[config.mk]
export PLATFORM = sky130hd
export DESIGN_NAME = perm_cfg_regs
export DESIGN_NICKNAME = d
export VERILOG_FILES = /design/src/rtl/perm_chk_pkg.sv /design/src/rtl/perm_cfg_regs.sv
export SDC_FILE = /design/constraint.sdc
export NUM_CORES = 1
export LEC_CHECK = 0
export ABC_AREA = 0
export BUFFER_PORTS_ARGS = -buffer_cell sky130_fd_sc_hd__buf_2
export CORE_AREA = 2 2 227 229
export CTS_CLUSTER_DIAMETER = 200
export DETAILED_ROUTE_END_ITERATION = 7
export DIE_AREA = 0 0 229 231
export PLACE_DENSITY = 0.61
export SYNTH_ARGS = -nofsm -noshare
export SYNTH_HDL_FRONTEND = slang
export SYNTH_SLANG_ARGS = --single-unit
[constraint.sdc]
create_clock -name clk -period 2.35 [get_ports clk]
set_input_delay 0.1175 -clock clk [delete_from_list [all_inputs] [get_ports clk]]
set_output_delay 0.1175 -clock clk [all_outputs]
set_load 0.05 [all_outputs]
[src/rtl/perm_chk_pkg.sv]
package perm_chk_pkg;

  localparam int ID_W   = 5;
  localparam int MODE_W = 2;
  localparam int NMAST  = 1 << ID_W;

  typedef enum logic [1:0] {
    KIND_READ  = 2'd0,
    KIND_WRITE = 2'd1,
    KIND_EXEC  = 2'd2,
    KIND_RSVD  = 2'd3
  } acc_kind_e;

  localparam logic [1:0] EXC_NONE    = 2'b00;
  localparam logic [1:0] EXC_NOMATCH = 2'b01;
  localparam logic [1:0] EXC_DENIED  = 2'b10;

  localparam logic [3:0] BLK_CTRL   = 4'h0;
  localparam logic [3:0] BLK_REGION = 4'h1;
  localparam logic [3:0] BLK_PATH   = 4'h2;
  localparam logic [3:0] BLK_MODE   = 4'h3;

endpackage

[src/rtl/perm_cfg_regs.sv]
module perm_cfg_regs
  import perm_chk_pkg::*;
#(
  parameter int NREG  = 4,
  parameter int NPATH = 2,
  parameter int AW    = 32
) (
  input  logic                          clk,
  input  logic                          rst_n,
  input  logic                          we,
  input  logic [11:0]                   addr,
  input  logic [31:0]                   wdata,
  output logic [31:0]                   rdata,
  output logic [NREG-1:0][AW-1:0]       rg_lo,
  output logic [NREG-1:0][AW-1:0]       rg_hi,
  output logic [NREG-1:0][2:0][2:0]     rg_attr,
  output logic [NREG-1:0]               rg_en,
  output logic [NPATH-1:0]              path_en,
  output logic [NPATH-1:0]              irq_en,
  output logic [NMAST-1:0][MODE_W-1:0]  mode_tab,
  output logic [NPATH-1:0]              clr_pulse,
  input  logic [NPATH-1:0][1:0]         st_in,
  input  logic [NPATH-1:0][31:0]        info0_in,
  input  logic [NPATH-1:0][AW-1:0]      info1_in
);

  localparam int RIX_W = (NREG > 1) ? $clog2(NREG) : 1;
  localparam int PIX_W = (NPATH > 1) ? $clog2(NPATH) : 1;

  logic [NREG-1:0][AW-1:0]      lo_d, lo_q, hi_d, hi_q;
  logic [NREG-1:0][2:0][2:0]    attr_d, attr_q;
  logic [NREG-1:0]              en_d, en_q;
  logic [NPATH-1:0]             pen_d, pen_q, ien_d, ien_q;
  logic [NMAST-1:0][MODE_W-1:0] mode_d, mode_q;

  logic             aligned, rg_ok, pt_ok;
  logic [RIX_W-1:0] rix;
  logic [PIX_W-1:0] pix;
  logic [3:0]       blk;

  assign blk     = addr[11:8];
  assign aligned = (addr[1:0] == 2'b00);
  assign rg_ok   = (int'(addr[7:4]) < NREG);
  assign pt_ok   = (int'(addr[7:4]) < NPATH);
  assign rix     = addr[4 +: RIX_W];
  assign pix     = addr[4 +: PIX_W];

  // next state of the configuration registers and clear pulses
  always_comb begin
    lo_d      = lo_q;
    hi_d      = hi_q;
    attr_d    = attr_q;
    en_d      = en_q;
    pen_d     = pen_q;
    ien_d     = ien_q;
    mode_d    = mode_q;
    clr_pulse = '0;
    if (we && aligned) begin
      case (blk)
        BLK_CTRL: begin
          case (addr[7:2])
            6'd0:    en_d  = wdata[NREG-1:0];
            6'd1:    pen_d = wdata[NPATH-1:0];
            6'd2:    ien_d = wdata[NPATH-1:0];
            default: ;
          endcase
        end
        BLK_REGION: begin
          if (rg_ok) begin
            case (addr[3:2])
              2'd0: lo_d[rix] = wdata[AW-1:0];
              2'd1: hi_d[rix] = wdata[AW-1:0];
              2'd2: begin
                attr_d[rix][0] = wdata[2:0];
                attr_d[rix][1] = wdata[6:4];
                attr_d[rix][2] = wdata[10:8];
              end
              default: ;
            endcase
          end
        end
        BLK_PATH: begin
          if (pt_ok && addr[3:2] == 2'd1) clr_pulse[pix] = wdata[0];
        end
        BLK_MODE: begin
          if (!addr[7]) mode_d[addr[6:2]] = wdata[MODE_W-1:0];
        end
        default: ;
      endcase
    end
  end

  always_ff @(posedge clk or negedge rst_n) begin
    if (!rst_n) begin
      lo_q   <= '0;
      hi_q   <= '0;
      attr_q <= '0;
      en_q   <= '0;
      pen_q  <= '0;
      ien_q  <= '0;
      mode_q <= '0;
    end else if (we) begin
      lo_q   <= lo_d;
      hi_q   <= hi_d;
      attr_q <= attr_d;
      en_q   <= en_d;
      pen_q  <= pen_d;
      ien_q  <= ien_d;
      mode_q <= mode_d;
    end
  end

  // combinational read mux
  always_comb begin
    rdata = '0;
    case (blk)
      BLK_CTRL: begin
        case (addr[7:2])
          6'd0:    rdata[NREG-1:0]  = en_q;
          6'd1:    rdata[NPATH-1:0] = pen_q;
          6'd2:    rdata[NPATH-1:0] = ien_q;
          default: ;
        endcase
      end
      BLK_REGION: begin
        if (rg_ok) begin
          case (addr[3:2])
            2'd0:    rdata[AW-1:0] = lo_q[rix];
            2'd1:    rdata[AW-1:0] = hi_q[rix];
            2'd2:    rdata = {21'b0, attr_q[rix][2], 1'b0, attr_q[rix][1], 1'b0, attr_q[rix][0]};
            default: ;
          endcase
        end
      end
      BLK_PATH: begin
        if (pt_ok) begin
          case (addr[3:2])
            2'd0:    rdata[1:0]    = st_in[pix];
            2'd2:    rdata         = info0_in[pix];
            2'd3:    rdata[AW-1:0] = info1_in[pix];
            default: ;
          endcase
        end
      end
      BLK_MODE: begin
        if (!addr[7]) rdata[MODE_W-1:0] = mode_q[addr[6:2]];
      end
      default: ;
    endcase
  end

  assign rg_lo    = lo_q;
  assign rg_hi    = hi_q;
  assign rg_attr  = attr_q;
  assign rg_en    = en_q;
  assign path_en  = pen_q;
  assign irq_en   = ien_q;
  assign mode_tab = mode_q;

endmodule

==> impl_metrics.ini <==
[run_status]
status = complete, but fails checks
violations = negative setup slack

[global_route]
grt_overflow = 0
first_global_vias = 14400
grt_antenna_before_repair = 1
track_usage = 0.242
grt_pass1_wl_microns = 95800
grt_max_degree = 76

[synth]
synth.top_cell.area_share = 0.512
synth_edf_count = 0
synth.most_common_cell = dfrtp_1
yosysUniqueCellTypes = 40
yosysWarningCount = 0
synthTopCellsByArea = dfrtp_1, mux2_2, mux4_2
syn_nets = 1373
synth.yosys.seq_area_share = 0.512
synthArstFlopShare = 1.00
ys.flop_type = dfrtp_1
synth-seq-cells = 364
yosys-top-cells-count = dfrtp_1, mux2_2, mux4_2
postSynthAreaPerCell_sq_um = 14.9
syn-cell-area_sq_mm = 0.0178
synth_top_area_cell = dfrtp_1
synth_cells = 1194

[power]
p_clk_frac = 0.484
leakagePower_nw = 12.8
combPwrFrac = 0.079
finalPower_mw = 14.5
p_sw_frac = 0.237
intPower_mw = 11.0
seqPwrFrac = 0.437
p_sw_mw = 3.42
powerDensity_mw_per_mm2 = 594
ir_drop_mv = 0.663

[placement]
hpwl_microns = 47300
io_buffer_count = 576
place_inst = 2441
gp_congestion = 0.870
dp_slack_ns = -0.304

[route]
wl_microns = 65300
post_drt_wl_per_cell_microns = 25.5
ant_nets = 0
num_vias = 13900
drcViolationCount = 0
drtPass1Iterations = 5
vias_per_cell = 5.41
drt_iter0_drc = 751

[clock_tree]
cts_root_buf = clkbuf_16
clk_pin_slew_ns = 0.06
clk_latency_ns = 0.56
clock-sinks = 364
cts_buffer_depth = 3
cts-htree-levels = 2
cts_tree = yes
numCtsBuffers = 43

[floorplanning]
die_h_microns = 231
boundaryPins = 577
fp-row-count = 83
dieWidth_microns = 229
start_util = 0.351
dieArea_sq_mm = 0.0529
coreArea_sq_mm = 0.0507

[critical_path]
cp_slowest_cell = mux4_2
worst_ep_required_time_ns = 2.23
cp-end-kind = primary output
crit_chain = mux4_2 > a2bb2oi_1 > nand3_1 > a21oi_2 > a211o_1 > buf_6
path_max_fanout = 2
crit_buf_inv = 1
max_stage_delay_ns = 0.50
startpoint_type = register
path_class = reg -> out
arrival_ns = 2.28
critPathTopFamily = compound AO/OA/AOI/OAI gates

[cells_and_area]
area_growth_pct = 37.1
finalNonFillerCells = 2566
antenna_cells = 0
fin_nets = 2035
n_fill_cell = 4549
drive_above_1_share = 0.671

[worst_hold_path]
hold_class = in -> async

[sta]
timing.final.hold_violations = 0
period_minus_slack_ns = 2.39
finalSetupViolCount = 2
worst_pin_slew_ns = 0.897
rsz0062_at_grt = yes
holdWs_ns = 0.116
slew_headroom = 0.402
fin_ws_ns = -0.0430
slew_viol_final = 0
fmax_ghz = 0.418
min_period_over_period = 1.02
skew_ns = 0

[run]
maxCapViolCount = 0
==> state kept, by name, indices dropped and copies added (netlist names) <==
name	cells
irq_en	2
mode_tab	64
path_en	2
rg_attr	36
rg_en	4
rg_hi	128
rg_lo	128
==> cell families after synthesis <==
family	count (synthesis)	share of synthesized area
flops	364	0.512
compound gates	63	0.0214
mux	523	0.401
buf+inv	94	0.0231
simple gates	150	0.0418
==> power by group through the flow <==
| stage | clock network [mW] | registers [mW] | logic (mW) |
|---|---|---|---|
| 3_3_place_gp | 0 | 6.43 | 1.09 |
| 2_1_floorplan | 0 | 6.52 | 0.414 |
| 6_report | 7.01 | 6.32 | 1.14 |
| 4_1_cts | 7.16 | 6.32 | 1.15 |
| 3_5_place_dp | 0 | 6.43 | 1.10 |
| 5_1_grt | 7.43 | 6.32 | 1.22 |
==> per-stage QoR <==
stage	TNS, ns	instance area [sq um]	utilization
floorplan	-0.0281	17900	-
global placement	-7.04	22200	0.439
detailed placement	-8.57	22200	0.439
CTS	-0.170	24200	0.478
global route	-0.460	24400	0.481
finish	-0.0855	24400	0.481
==> layer usage <==
layer / GRT usage / routed length [microns]
met4: 0.0757 / 2090
met2: 0.400 / 31800
met3: 0.0516 / 4110
met5: 0 / 13
met1: 0.320 / 27300
==> worst paths after layout <==
check | start | slack (ns) | cells after the start | to
max | mode_tab[62]$_DFFE_PN0P_ | -0.04 | 6 | rdata[0]
min | rst_n | 0.12 | 2 | mode_tab[29]$_DFFE_PN0P_
max reg2reg | rg_attr[27]$_DFFE_PN0P_ | 1.34 | 3 | rg_attr[27]$_DFFE_PN0P_
min reg2reg | rg_lo[104]$_DFFE_PN0P_ | 0.51 | 1 | rg_lo[104]$_DFFE_PN0P_
max in group asynchronous | rst_n | 1.41 | 3 | rg_attr[26]$_DFFE_PN0P_
min in group clk | wdata[0] | 0.15 | 2 | mode_tab[0]$_DFFE_PN0P_
==> area by class of cell <==
cell class | count | area, sq um | area share
well taps | 680 | 851 | 0.0349
inverters | 2 | 7.51 | 0.000308
multi-input cells | 736 | 8450 | 0.347
flip-flops and latches | 364 | 9110 | 0.374
clock inverters | 11 | 180 | 0.00739
clock buffers | 64 | 1320 | 0.0540
repair buffers | 709 | 4450 | 0.183
==> timing repair <==
| action | in CTS | in global routing |
|---|---|---|
| hold buffers | 31 | 0 |
| pin swaps | 6 | 8 |
| endpoints found under the hold margin | 463 | 0 |
| buffers inserted | 11 | 9 |
| gates resized for setup | 21 | 51 |
| gates cloned | 0 | 0 |
| setup endpoints to repair | 32 | 30 |
==> layout by cell type, fill, tap and decap left out, types with 21 or more instances in the layout <==
master,n
nand2_1,33
clkbuf_16,44
mux2i_1,40
mux2_2,351
buf_2,542
nand3_1,46
o21ai_2,21
dlygate4sd3_1,31
mux4_2,115
dfrtp_1,364
nor2_1,32
buf_4,93
buf_12,29
==> worst reg2reg max path, stage by stage (launching register included) <==
cell and delay (ns):
dfrtp_1 0.39, buf_4 0.14, buf_4 0.13, mux2_2 0.25
No activity file was read; power rests on OpenSTA's default activity.
